[src/rtl/swa_pkg.sv]
package swa_pkg;

  typedef enum logic [1:0] {
    ST_OFF = 2'd0,
    ST_WIN = 2'd1,
    ST_DLY = 2'd2,
    ST_RUN = 2'd3
  } arb_state_t;

  typedef enum logic [1:0] {
    PH_HI   = 2'd0,
    PH_LO   = 2'd1,
    PH_DET  = 2'd2,
    PH_FAIL = 2'd3
  } sel_phase_t;

  function automatic int cnt_w(input int lim);
    return (lim < 1) ? 1 : $clog2(lim + 1);
  endfunction

  function automatic int max2(input int a, input int b);
    return (a > b) ? a : b;
  endfunction

endpackage

[src/rtl/swa_sync.sv]
module swa_sync #(
  parameter int STAGES = 2
) (
  input  logic clk,
  input  logic rst_n,
  input  logic d_i,
  output logic q_o
);
  logic [STAGES-1:0] sh_q;
  logic [STAGES-1:0] sh_d;

  always_comb begin
    sh_d[0] = d_i;
  end

  for (genvar g = 1; g < STAGES; g++) begin : g_stage
    always_comb begin
      sh_d[g] = sh_q[g-1];
    end
  end

  always_ff @(posedge clk or negedge rst_n) begin
    if (!rst_n) begin
      sh_q <= '0;
    end else begin
      sh_q <= sh_d;
    end
  end

  assign q_o = sh_q[STAGES-1];
endmodule

[src/rtl/swa_sat_timer.sv]
module swa_sat_timer #(
  parameter int LIMIT = 1,
  parameter int W     = swa_pkg::cnt_w(LIMIT)
) (
  input  logic         clk,
  input  logic         rst_n,
  input  logic         clr_i,
  input  logic         inc_i,
  output logic [W-1:0] cnt_o
);
  localparam logic [W-1:0] LIM_C = W'(LIMIT);

  logic [W-1:0] cnt_q;
  logic [W-1:0] cnt_d;
  logic         cnt_en;

  always_comb begin
    cnt_en = clr_i | (inc_i & (cnt_q < LIM_C));
    if (clr_i) begin
      cnt_d = '0;
    end else begin
      cnt_d = cnt_q + W'(1);
    end
  end

  always_ff @(posedge clk or negedge rst_n) begin
    if (!rst_n) begin
      cnt_q <= '0;
    end else if (cnt_en) begin
      cnt_q <= cnt_d;
    end
  end

  assign cnt_o = cnt_q;

  p_hold_no_tick_r10: assert property (@(posedge clk) disable iff (!rst_n)
    (!inc_i && !clr_i) |=> $stable(cnt_q));

  p_clear_zero_r9: assert property (@(posedge clk) disable iff (!rst_n)
    clr_i |=> (cnt_q == '0));

  p_saturate_r7: assert property (@(posedge clk) disable iff (!rst_n)
    (cnt_q <= LIM_C));
endmodule

[src/rtl/swa_ctrl.sv]
module swa_ctrl
  import swa_pkg::*;
#(
  parameter int SETUP_T     = 2,
  parameter int HI_MIN_T    = 100,
  parameter int LO_HOLD_T   = 260,
  parameter int WIN_T       = 1000,
  parameter int START_DLY_T = 2000,
  parameter int OFF_T       = 8900,
  parameter int HI_W        = cnt_w(max2(SETUP_T, HI_MIN_T)),
  parameter int LO_W        = cnt_w(LO_HOLD_T),
  parameter int WIN_W       = cnt_w(WIN_T),
  parameter int DLY_W       = cnt_w(START_DLY_T),
  parameter int OFF_W       = cnt_w(OFF_T)
) (
  input  logic             clk,
  input  logic             rst_n,
  input  logic             tick_i,
  input  logic             sync_i,
  input  logic             fault_i,
  input  logic [HI_W-1:0]  hi_cnt_i,
  input  logic [LO_W-1:0]  lo_cnt_i,
  input  logic [WIN_W-1:0] win_cnt_i,
  input  logic [DLY_W-1:0] dly_cnt_i,
  input  logic [OFF_W-1:0] off_cnt_i,
  output logic             hi_clr_o,
  output logic             hi_inc_o,
  output logic             lo_clr_o,
  output logic             lo_inc_o,
  output logic             win_clr_o,
  output logic             win_inc_o,
  output logic             dly_clr_o,
  output logic             dly_inc_o,
  output logic             off_clr_o,
  output logic             off_inc_o,
  output logic             conv_en_o,
  output logic             mode_o,
  output logic             rx_en_o
);
  localparam logic [HI_W-1:0]  SETUP_C = HI_W'(SETUP_T);
  localparam logic [HI_W-1:0]  HIMIN_C = HI_W'(HI_MIN_T);
  localparam logic [LO_W-1:0]  LOHLD_C = LO_W'(LO_HOLD_T);
  localparam logic [WIN_W-1:0] WIN_C   = WIN_W'(WIN_T);
  localparam logic [DLY_W-1:0] DLY_C   = DLY_W'(START_DLY_T);
  localparam logic [OFF_W-1:0] OFF_C   = OFF_W'(OFF_T);

  arb_state_t st_q, st_d;
  sel_phase_t ph_q, ph_d;
  logic       mode_q, mode_d;
  logic       prev_q;
  logic       rise;

  assign rise = sync_i & ~prev_q;

  // next-state logic
  always_comb begin
    st_d   = st_q;
    ph_d   = ph_q;
    mode_d = mode_q;
    case (st_q)
      ST_OFF: begin
        if (rise) st_d = ST_WIN;
      end
      ST_WIN: begin
        case (ph_q)
          PH_HI: begin
            if (!sync_i) begin
              if (hi_cnt_i < SETUP_C) begin
                st_d = ST_OFF;
              end else if (hi_cnt_i >= HIMIN_C) begin
                ph_d = PH_LO;
              end else begin
                ph_d = PH_FAIL;
              end
            end
          end
          PH_LO: begin
            if (lo_cnt_i >= LOHLD_C) begin
              ph_d = PH_DET;
            end else if (sync_i) begin
              ph_d = PH_FAIL;
            end
          end
          default: ;
        endcase
        if ((win_cnt_i >= WIN_C) && (st_d == ST_WIN)) begin
          st_d   = ST_DLY;
          mode_d = (ph_q == PH_DET);
        end
      end
      ST_DLY: begin
        if (dly_cnt_i >= DLY_C) st_d = ST_RUN;
      end
      default: ;
    endcase
    if (st_q != ST_OFF) begin
      if (off_cnt_i >= OFF_C) st_d = ST_OFF;
      if (fault_i) st_d = ST_OFF;
    end
    if (st_d == ST_OFF) begin
      mode_d = 1'b0;
      ph_d   = PH_HI;
    end
  end

  // registers
  always_ff @(posedge clk or negedge rst_n) begin
    if (!rst_n) begin
      st_q   <= ST_OFF;
      ph_q   <= PH_HI;
      mode_q <= 1'b0;
      prev_q <= 1'b0;
    end else begin
      st_q   <= st_d;
      ph_q   <= ph_d;
      mode_q <= mode_d;
      prev_q <= sync_i;
    end
  end

  // timer controls
  always_comb begin
    win_clr_o = (st_q != ST_WIN);
    win_inc_o = tick_i;
    hi_clr_o  = (st_q != ST_WIN);
    hi_inc_o  = tick_i & sync_i & (ph_q == PH_HI);
    lo_clr_o  = (st_q != ST_WIN) | (ph_q != PH_LO);
    lo_inc_o  = tick_i & ~sync_i;
    dly_clr_o = (st_q != ST_DLY);
    dly_inc_o = tick_i;
    off_clr_o = (st_q == ST_OFF) | sync_i;
    off_inc_o = tick_i;
  end

  assign conv_en_o = (st_q == ST_RUN);
  assign mode_o    = mode_q;
  assign rx_en_o   = mode_q | ((st_q == ST_WIN) && (ph_q == PH_DET));

  p_start_after_delay_r6: assert property (@(posedge clk) disable iff (!rst_n)
    $rose(conv_en_o) |-> ($past(st_q) == ST_DLY && $past(dly_cnt_i) >= DLY_C));

  p_mode_at_close_r4: assert property (@(posedge clk) disable iff (!rst_n)
    $rose(mode_o) |-> ($past(st_q) == ST_WIN && $past(win_cnt_i) >= WIN_C));

  p_rx_after_low_hold_r3: assert property (@(posedge clk) disable iff (!rst_n)
    $rose(rx_en_o) |-> ($past(lo_cnt_i) >= LOHLD_C));

  p_fault_off_r8: assert property (@(posedge clk) disable iff (!rst_n)
    (fault_i && st_q != ST_OFF) |=> (st_q == ST_OFF && !conv_en_o));

  p_long_low_off_r7: assert property (@(posedge clk) disable iff (!rst_n)
    (st_q != ST_OFF && off_cnt_i >= OFF_C) |=> (st_q == ST_OFF));

  p_off_quiet_r9: assert property (@(posedge clk) disable iff (!rst_n)
    (st_q == ST_OFF) |-> (!mode_o && !rx_en_o && !conv_en_o));
endmodule

[src/rtl/swire_mode_arbiter.sv]
module swire_mode_arbiter
  import swa_pkg::*;
#(
  parameter int SYNC_STAGES = 2,
  parameter int SETUP_T     = 2,
  parameter int HI_MIN_T    = 100,
  parameter int LO_HOLD_T   = 260,
  parameter int WIN_T       = 1000,
  parameter int START_DLY_T = 2000,
  parameter int OFF_T       = 8900
) (
  input  logic clk,
  input  logic rst_n,
  input  logic tick_us,
  input  logic ctl_pin,
  input  logic fault_p,
  output logic conv_en,
  output logic mode_serial,
  output logic rx_en
);
  localparam int HI_LIM = max2(SETUP_T, HI_MIN_T);
  localparam int HI_W   = cnt_w(HI_LIM);
  localparam int LO_W   = cnt_w(LO_HOLD_T);
  localparam int WIN_W  = cnt_w(WIN_T);
  localparam int DLY_W  = cnt_w(START_DLY_T);
  localparam int OFF_W  = cnt_w(OFF_T);

  logic             pin_s;
  logic [HI_W-1:0]  hi_cnt;
  logic [LO_W-1:0]  lo_cnt;
  logic [WIN_W-1:0] win_cnt;
  logic [DLY_W-1:0] dly_cnt;
  logic [OFF_W-1:0] off_cnt;
  logic hi_clr, hi_inc, lo_clr, lo_inc, win_clr, win_inc;
  logic dly_clr, dly_inc, off_clr, off_inc;

  swa_sync #(.STAGES(SYNC_STAGES)) u_sync (
    .clk(clk), .rst_n(rst_n), .d_i(ctl_pin), .q_o(pin_s)
  );

  swa_sat_timer #(.LIMIT(HI_LIM), .W(HI_W)) u_hi_tmr (
    .clk(clk), .rst_n(rst_n), .clr_i(hi_clr), .inc_i(hi_inc), .cnt_o(hi_cnt)
  );

  swa_sat_timer #(.LIMIT(LO_HOLD_T), .W(LO_W)) u_lo_tmr (
    .clk(clk), .rst_n(rst_n), .clr_i(lo_clr), .inc_i(lo_inc), .cnt_o(lo_cnt)
  );

  swa_sat_timer #(.LIMIT(WIN_T), .W(WIN_W)) u_win_tmr (
    .clk(clk), .rst_n(rst_n), .clr_i(win_clr), .inc_i(win_inc), .cnt_o(win_cnt)
  );

  swa_sat_timer #(.LIMIT(START_DLY_T), .W(DLY_W)) u_dly_tmr (
    .clk(clk), .rst_n(rst_n), .clr_i(dly_clr), .inc_i(dly_inc), .cnt_o(dly_cnt)
  );

  swa_sat_timer #(.LIMIT(OFF_T), .W(OFF_W)) u_off_tmr (
    .clk(clk), .rst_n(rst_n), .clr_i(off_clr), .inc_i(off_inc), .cnt_o(off_cnt)
  );

  swa_ctrl #(
    .SETUP_T(SETUP_T), .HI_MIN_T(HI_MIN_T), .LO_HOLD_T(LO_HOLD_T),
    .WIN_T(WIN_T), .START_DLY_T(START_DLY_T), .OFF_T(OFF_T),
    .HI_W(HI_W), .LO_W(LO_W), .WIN_W(WIN_W), .DLY_W(DLY_W), .OFF_W(OFF_W)
  ) u_ctrl (
    .clk(clk), .rst_n(rst_n), .tick_i(tick_us), .sync_i(pin_s), .fault_i(fault_p),
    .hi_cnt_i(hi_cnt), .lo_cnt_i(lo_cnt), .win_cnt_i(win_cnt),
    .dly_cnt_i(dly_cnt), .off_cnt_i(off_cnt),
    .hi_clr_o(hi_clr), .hi_inc_o(hi_inc), .lo_clr_o(lo_clr), .lo_inc_o(lo_inc),
    .win_clr_o(win_clr), .win_inc_o(win_inc), .dly_clr_o(dly_clr), .dly_inc_o(dly_inc),
    .off_clr_o(off_clr), .off_inc_o(off_inc),
    .conv_en_o(conv_en), .mode_o(mode_serial), .rx_en_o(rx_en)
  );
endmodule

[config.mk]
export PLATFORM = sky130hd
export DESIGN_NAME = swire_mode_arbiter
export DESIGN_NICKNAME = d
export VERILOG_FILES = /design/src/rtl/swa_pkg.sv /design/src/rtl/swa_sync.sv /design/src/rtl/swa_sat_timer.sv /design/src/rtl/swa_ctrl.sv /design/src/rtl/swire_mode_arbiter.sv
export SDC_FILE = /design/constraint.sdc
export NUM_CORES = 1
export LEC_CHECK = 0
export BUFFER_PORTS_ARGS = -buffer_cell sky130_fd_sc_hd__buf_2
export CORE_MARGIN = 2
export CORE_UTILIZATION = 30
export CTS_BUF_LIST = sky130_fd_sc_hd__clkbuf_16
export CTS_CLUSTER_SIZE = 10
export DETAILED_ROUTE_END_ITERATION = 6
export GPL_TIMING_DRIVEN = 0
export PLACE_DENSITY = 0.46
export SLEW_MARGIN = 20
export SYNTH_ARGS = -nofsm -noshare
export SYNTH_HDL_FRONTEND = slang
export SYNTH_SLANG_ARGS = --single-unit
[constraint.sdc]
create_clock -name clk -period 3.4 [get_ports clk]
set_input_delay 0.34 -clock clk [delete_from_list [all_inputs] [get_ports clk]]
set_output_delay 0.34 -clock clk [all_outputs]
set_load 0.005 [all_outputs]
==> results.cfg, run 1 <==
[logic_synthesis]
synth_edf_count = 0
synth.area.top_cells = dfrtp_1 48%, nor2_1 6.3%, xnor2_1 5.1%
synthesis.nets = 342
ys_async_sr_fraction_pct = 100.0
ys_warn_count = 0
synth_cell_types = 39
netlist_area_um2 = 3087
ys_seq_area_share_pct = 47.83
synth_top_area_cell = dfrtp_1
synth_seq_cells = 59
syn_area_per_cell_um2 = 9.411
synth_top_area_share_pct = 47.83
synth_flop_cell = dfrtp_1
netlist_instances = 328

[global_route]
use_met1_pct = 16.36
busiest_layer = met2
grt_pass1_vias = 2329
grt_pass1_wl_um = 11170
antenna_found_initial = 0
overflow = 0
track_usage_pct = 12.54
grt_use_met3_pct = 4.082
grt.met2_usage_pct = 19.82
grt_max_degree = 47

[clocking]
cts-root-buf = clkbuf_16
clock_path_buffers = 2
cts_resized = 0
cts_sinks = 59
ctsHoldBuffers = 1
numCtsBuffers = 9
post_cts_buffers = 0
cts.clk_slew.worst_paths_ns = 0.05
clk-insertion-delay-late_ns = 0.32
htree_levels = 3
cts_tree = built

[setup_path]
slowest_delay_ns = 0.66
cp_slowest_cell = nor4bb_1
crit_type = register to register
crit_arrival_ns = 2.44
path_max_fanout = 8
required_ns = 3.64
rr_worst_depth = 5
startpoint_type = register
cp_cell_sequence = nor4_1, nor4_4, nor4bb_1, o22ai_1, a21oi_1
worst_setup_path_end_kind = register

[pwr]
p_leak_nw = 1.513
comb_power_share_pct = 4.2
p_seq_share_pct = 43.7
power_mw = 1.633
vdd_drop_max_mv = 0.3006
p_clk_share_pct = 52.1
p_per_area_nw_per_um2 = 452.7
power.switching_mw = 0.3523
p_int_mw = 1.280
switching_share_pct = 21.58

[detailed_routing]
dr.pass1.iters = 4
wl_per_cell_um = 12.88
viasPerCell = 4.779
drc = 0
vias = 2332
antenna_left = 0
drt-total-wl_um = 6285
drtIter0Drc = 106

[timing]
setup_viol = 0
relSlewSlack_pct = 51.36
finalHoldViolCount = 0
timing_worst_slew_pin_value_ns = 0.7198
rsz0062_at_grt = no
fin_crit_sh_pct = 64.43
finalMaxSlewViolations = 0
fin_skew_ns = 0.005158
period_needed_ns = 2.191
finalSetupTns_ns = 0
fmaxAchievable_ghz = 0.4565

[die]
fp.dieH_um = 105.4
fp.coreArea_um2 = 10140
ios = 8
fp-row-count = 37
die_area_um2 = 11120
start_util_pct = 30.45
die_w_um = 105.4

[final_layout]
fin_nets = 361
drive_above_1_share_pct = 7.670
diodes = 0
layout_commonest_cell = dfrtp_1
area_growth_pct = 16.82
final_cell_mix = 59 x dfrtp_1, 52 x nor2_1, 24 x nand3_1, 22 x nand2_1, 18 x xnor2_1

[run_status]
status = finished, final reports clean

[min_path]
hold_class = input port to register
holdPathStages = 1

[placed_design]
portBuffers = 6
dp_hpwl_um = 4262
gp_congestion = 0.7607

[flow_run]
max-cap-violations = 0
==> per-layer routing <==
layer	routed length [µm]	part of all wire (%)
met2	2828	45
met5	0	0
met3	182	2.9
met4	87	1.4
met1	3187	51
==> sequential cells by signal (all words and copies together) (netlist names) <==
name,count
u_off_tmr.cnt_o,14
u_dly_tmr.cnt_o,11
u_win_tmr.cnt_o,10
u_lo_tmr.cnt_o,9
u_hi_tmr.cnt_o,7
u_ctrl.ph_q,2
u_ctrl.st_q,2
u_sync.sh_q,2
u_ctrl.mode_o,1
u_ctrl.prev_q,1
==> stage by stage <==
step	hold WS [ns]	instance area [µm²]	cells	setup slack (ns)	utilization (%)
4_1_cts	0.1107	3606	488	1.217	35.57
3_5_place_dp	0.2179	3317	471	1.120	32.72
5_1_grt	0.1155	3606	488	1.001	35.57
6_report	0.1231	3606	488	1.209	35.57
2_1_floorplan	0.04441	3087	328	1.574	-
3_3_place_gp	0.3373	3287	470	1.124	32.42
==> cell type report <==
class | instances | area, µm²
plain buffers | 9 | 33.78
clock buffers | 9 | 225.2
clock inverters | 7 | 53.80
fillers | 1062 | 6533
inverters | 11 | 41.29
multi-input cells | 249 | 1535
flip-flops and latches | 59 | 1476
well taps | 136 | 170.2
repair buffers | 8 | 70.07
==> synth_stat cells, types with 2 or more instances <==
| master | n |
|---|---|
| o31ai_1 | 3 |
| a21oi_1 | 12 |
| nor2_1 | 52 |
| a21o_1 | 2 |
| nand4_1 | 6 |
| and4_1 | 2 |
| nor3_1 | 11 |
| or2_2 | 3 |
| inv_1 | 11 |
| nor2b_1 | 6 |
| o22ai_1 | 2 |
| nor4_1 | 4 |
| mux2i_1 | 3 |
| nand3_1 | 24 |
| clkbuf_1 | 9 |
| xnor2_1 | 18 |
| nand3b_1 | 3 |
| xor2_1 | 13 |
| a31oi_1 | 8 |
| a31o_2 | 2 |
| a41o_1 | 3 |
| nand2b_1 | 3 |
| and3_1 | 8 |
| or3_1 | 6 |
| nor4bb_1 | 2 |
| nor3b_1 | 2 |
| and2_1 | 3 |
| ha_1 | 9 |
| nand2_1 | 22 |
| dfrtp_1 | 59 |
| o21ai_0 | 9 |
==> kinds of logic (layout without fill, tap and decap cells) <==
kind of cell / Yosys count / count (layout) / share of synthesized area [%]
xor gates and xnor gates: 31 / 31 / 8.796
and+or+nand+nor: 161 / 161 / 26.88
muxes: 3 / 3 / 0.9729
DFF: 59 / 59 / 47.83
buffers and inverters: 20 / 44 / 2.432
AOI/OAI and AO/OA: 45 / 45 / 9.445
adders and majority gates: 9 / 9 / 3.648
==> path summary, 6_finish.rpt <==
check,startpoint,endpoint,slack (ns)
hold / removal,ctl_pin,u_sync.sh_q[0],0.12
max in group asynchronous,rst_n,u_sync.sh_q[1],2.48
hold reg to reg,u_sync.sh_q[0],u_sync.sh_q[1],0.35
min in group asynchronous,rst_n,u_dly_tmr.cnt_o[7],0.42
setup reg to reg,u_off_tmr.cnt_o[3],u_ctrl.ph_q[1],1.21
setup / recovery,u_off_tmr.cnt_o[3],u_ctrl.ph_q[1],1.21
==> power by group through the flow <==
stage | combinational [mW] | clock (mW) | sequential (mW)
finish | 0.0678 | 0.851 | 0.714
global route | 0.0783 | 0.911 | 0.714
CTS | 0.0705 | 0.877 | 0.713
detailed placement | 0.0692 | 0 | 0.725
global placement | 0.0645 | 0 | 0.725
floorplan | 0.0363 | 0 | 0.724
==> critical path, delay by kind of cell, from the launching register on <==
kind	cells	cell delay, ns
AOI/OAI and AO/OA	2	0.39
DFF	1	0.44
and+or+nand+nor	3	1.28
Power figures use the tool's default switching activity.
==> inputs of run 2 (changes only) <==
clock period = 2.05 ns   (was 3.4 ns; I/O delays follow)
==> results.cfg, run 2 (synthesized netlist as in run 1, its figures left out) <==
[global_route]
track_usage_pct = 12.55
antenna_found_initial = 0
grt_pass1_wl_um = 11180
grt_pass1_vias = 2328
overflow = 0
grt_max_degree = 47

[min_path]
worstHoldStart = fault_p
hold_class = input port to register
whs_endpoint = u_ctrl.st_q[1]
holdPathStages = 3

[clocking]
cts.clk_slew.worst_paths_ns = 0.05
clk-insertion-delay-late_ns = 0.32
cts_tree = built
cts_sinks = 59
cts-root-buf = clkbuf_16
htree_levels = 3
numCtsBuffers = 9
clock_path_buffers = 2

[final_layout]
largest_reg_flops = 14
area_growth_pct = 19.78
diodes = 0
final_area_um2 = 3697
final_cell_mix = 59 x dfrtp_1, 52 x nor2_1, 23 x nand3_1, 22 x nand2_1, 18 x xnor2_1
fin_nets = 367
drive_above_1_share_pct = 10.61
layout_commonest_cell = dfrtp_1

[timing]
fin_crit_sh_pct = 100.6
rsz0062_at_grt = yes
period_needed_ns = 2.062
timing_worst_slew_pin_value_ns = 0.6061
finalSetupTns_ns = -0.01169
fin_skew_ns = 0.004036
finalHoldViolCount = 0
fmaxAchievable_ghz = 0.4850
setup_viol = 1
finalMaxSlewViolations = 0
relSlewSlack_pct = 59.17
layout_setup_ws_ns = -0.01169

[die]
fp-row-count = 37
die_area_um2 = 11120
ios = 8
start_util_pct = 30.45
fp.dieH_um = 105.4
die_w_um = 105.4
fp.coreArea_um2 = 10140

[detailed_routing]
drc = 0
antenna_left = 0
drtIter0Drc = 103
wl_per_cell_um = 12.93
drt-total-wl_um = 6386
dr.pass1.iters = 4
viasPerCell = 4.810
vias = 2376

[run_status]
status = complete, but fails checks
violations = setup timing

[placed_design]
portBuffers = 6
dpl_cell_area_um2 = 3317
dp_hpwl_um = 4262
gp_congestion = 0.7607

[pwr]
p_per_area_nw_per_um2 = 734.0
vdd_drop_max_mv = 0.4995
comb_power_share_pct = 4.3
p_seq_share_pct = 43.6
switching_share_pct = 21.66
p_clk_share_pct = 52.1
p_leak_nw = 1.553
power.switching_mw = 0.5878
p_int_mw = 2.126

[setup_path]
r2r_end = u_off_tmr.cnt_o[13]
reg2reg_setup_slack_ns = -0.01
crit_arrival_ns = 2.25
crit_type = register to register
rr_startpoint = u_off_tmr.cnt_o[12]
worst_setup_path_end_kind = register
required_ns = 2.24
path_max_fanout = 9
startpoint_type = register
rr_worst_depth = 8

[flow_run]
max-cap-violations = 0
## run 2: repair_timing
item	in CTS	in global routing
endpoints found under the setup margin	6	14
setup buffers	0	5
pin swaps	2	2
hold buffers	2	0
hold endpoints to repair	14	0
resized for setup	2	7
## run 2: worst max-delay path by stage
| stage | from | to | slack [ns] | cells after the start |
|---|---|---|---|---|
| finish | u_off_tmr.cnt_o[12] | u_off_tmr.cnt_o[13] | -0.01 | 8 |
| global route | u_off_tmr.cnt_o[12] | u_off_tmr.cnt_o[13] | -0.11 | 8 |
| CTS | u_hi_tmr.cnt_o[3] | u_hi_tmr.cnt_o[5] | 0.02 | 5 |
| detailed placement | u_off_tmr.cnt_o[3] | u_ctrl.ph_q[1] | -0.12 | 5 |
| global placement | u_off_tmr.cnt_o[2] | u_ctrl.ph_q[1] | -0.14 | 5 |
| floorplan | u_off_tmr.cnt_o[12] | u_ctrl.ph_q[0] | 0.22 | 5 |
## run 2: power by group through the flow
stage	logic, mW	registers (mW)	clock network, mW
2_1_floorplan	0.0603	1.20	0
3_3_place_gp	0.107	1.20	0
3_5_place_dp	0.115	1.20	0
4_1_cts	0.119	1.18	1.46
5_1_grt	0.134	1.18	1.51
6_report	0.117	1.18	1.41
## run 2: layout make-up
| class | instances | area [µm²] |
|---|---|---|
| clock inverter | 7 | 53.80 |
| sequential | 59 | 1476 |
| timing repair buffer | 14 | 117.6 |
| clock buffer | 9 | 225.2 |
| inverter | 11 | 41.29 |
| tap | 136 | 170.2 |
| multi-input combinational | 249 | 1578 |
| fill | 1055 | 6441 |
| buffer | 9 | 35.03 |
## run 2: layer usage
metal,track usage [%],vias to the layer above,part of all wire (%)
met4,3.714,0,1.4
met3,4.082,7,3.1
li1,-,1195,-
met2,19.82,27,46
met1,16.40,1147,50
met5,0,-,0
## run 2: per-stage QoR
stage / utilization [%] / hold slack [ns] / setup slack, ns / power [mW] / std cells
after floorplan: - / -0.09059 / 0.2241 / 1.261 / 328
after global placement: 32.42 / 0.3137 / -0.1411 / 1.310 / 470
after detailed placement: 32.72 / 0.08294 / -0.1227 / 1.318 / 471
after CTS: 35.78 / 0.1825 / 0.02300 / 2.758 / 489
after global routing: 36.47 / 0.2016 / -0.1108 / 2.828 / 494
final: 36.47 / 0.1966 / -0.01169 / 2.714 / 494
## run 2: worst max-delay path: stages (launching register included)
cell     delay [ns]
dfrtp_1        0.42
or3_4          0.42
nor4_4         0.29
buf_4          0.20
nor3_4         0.05
buf_4          0.17
buf_4          0.14
a41oi_1        0.19
nor2_1         0.05
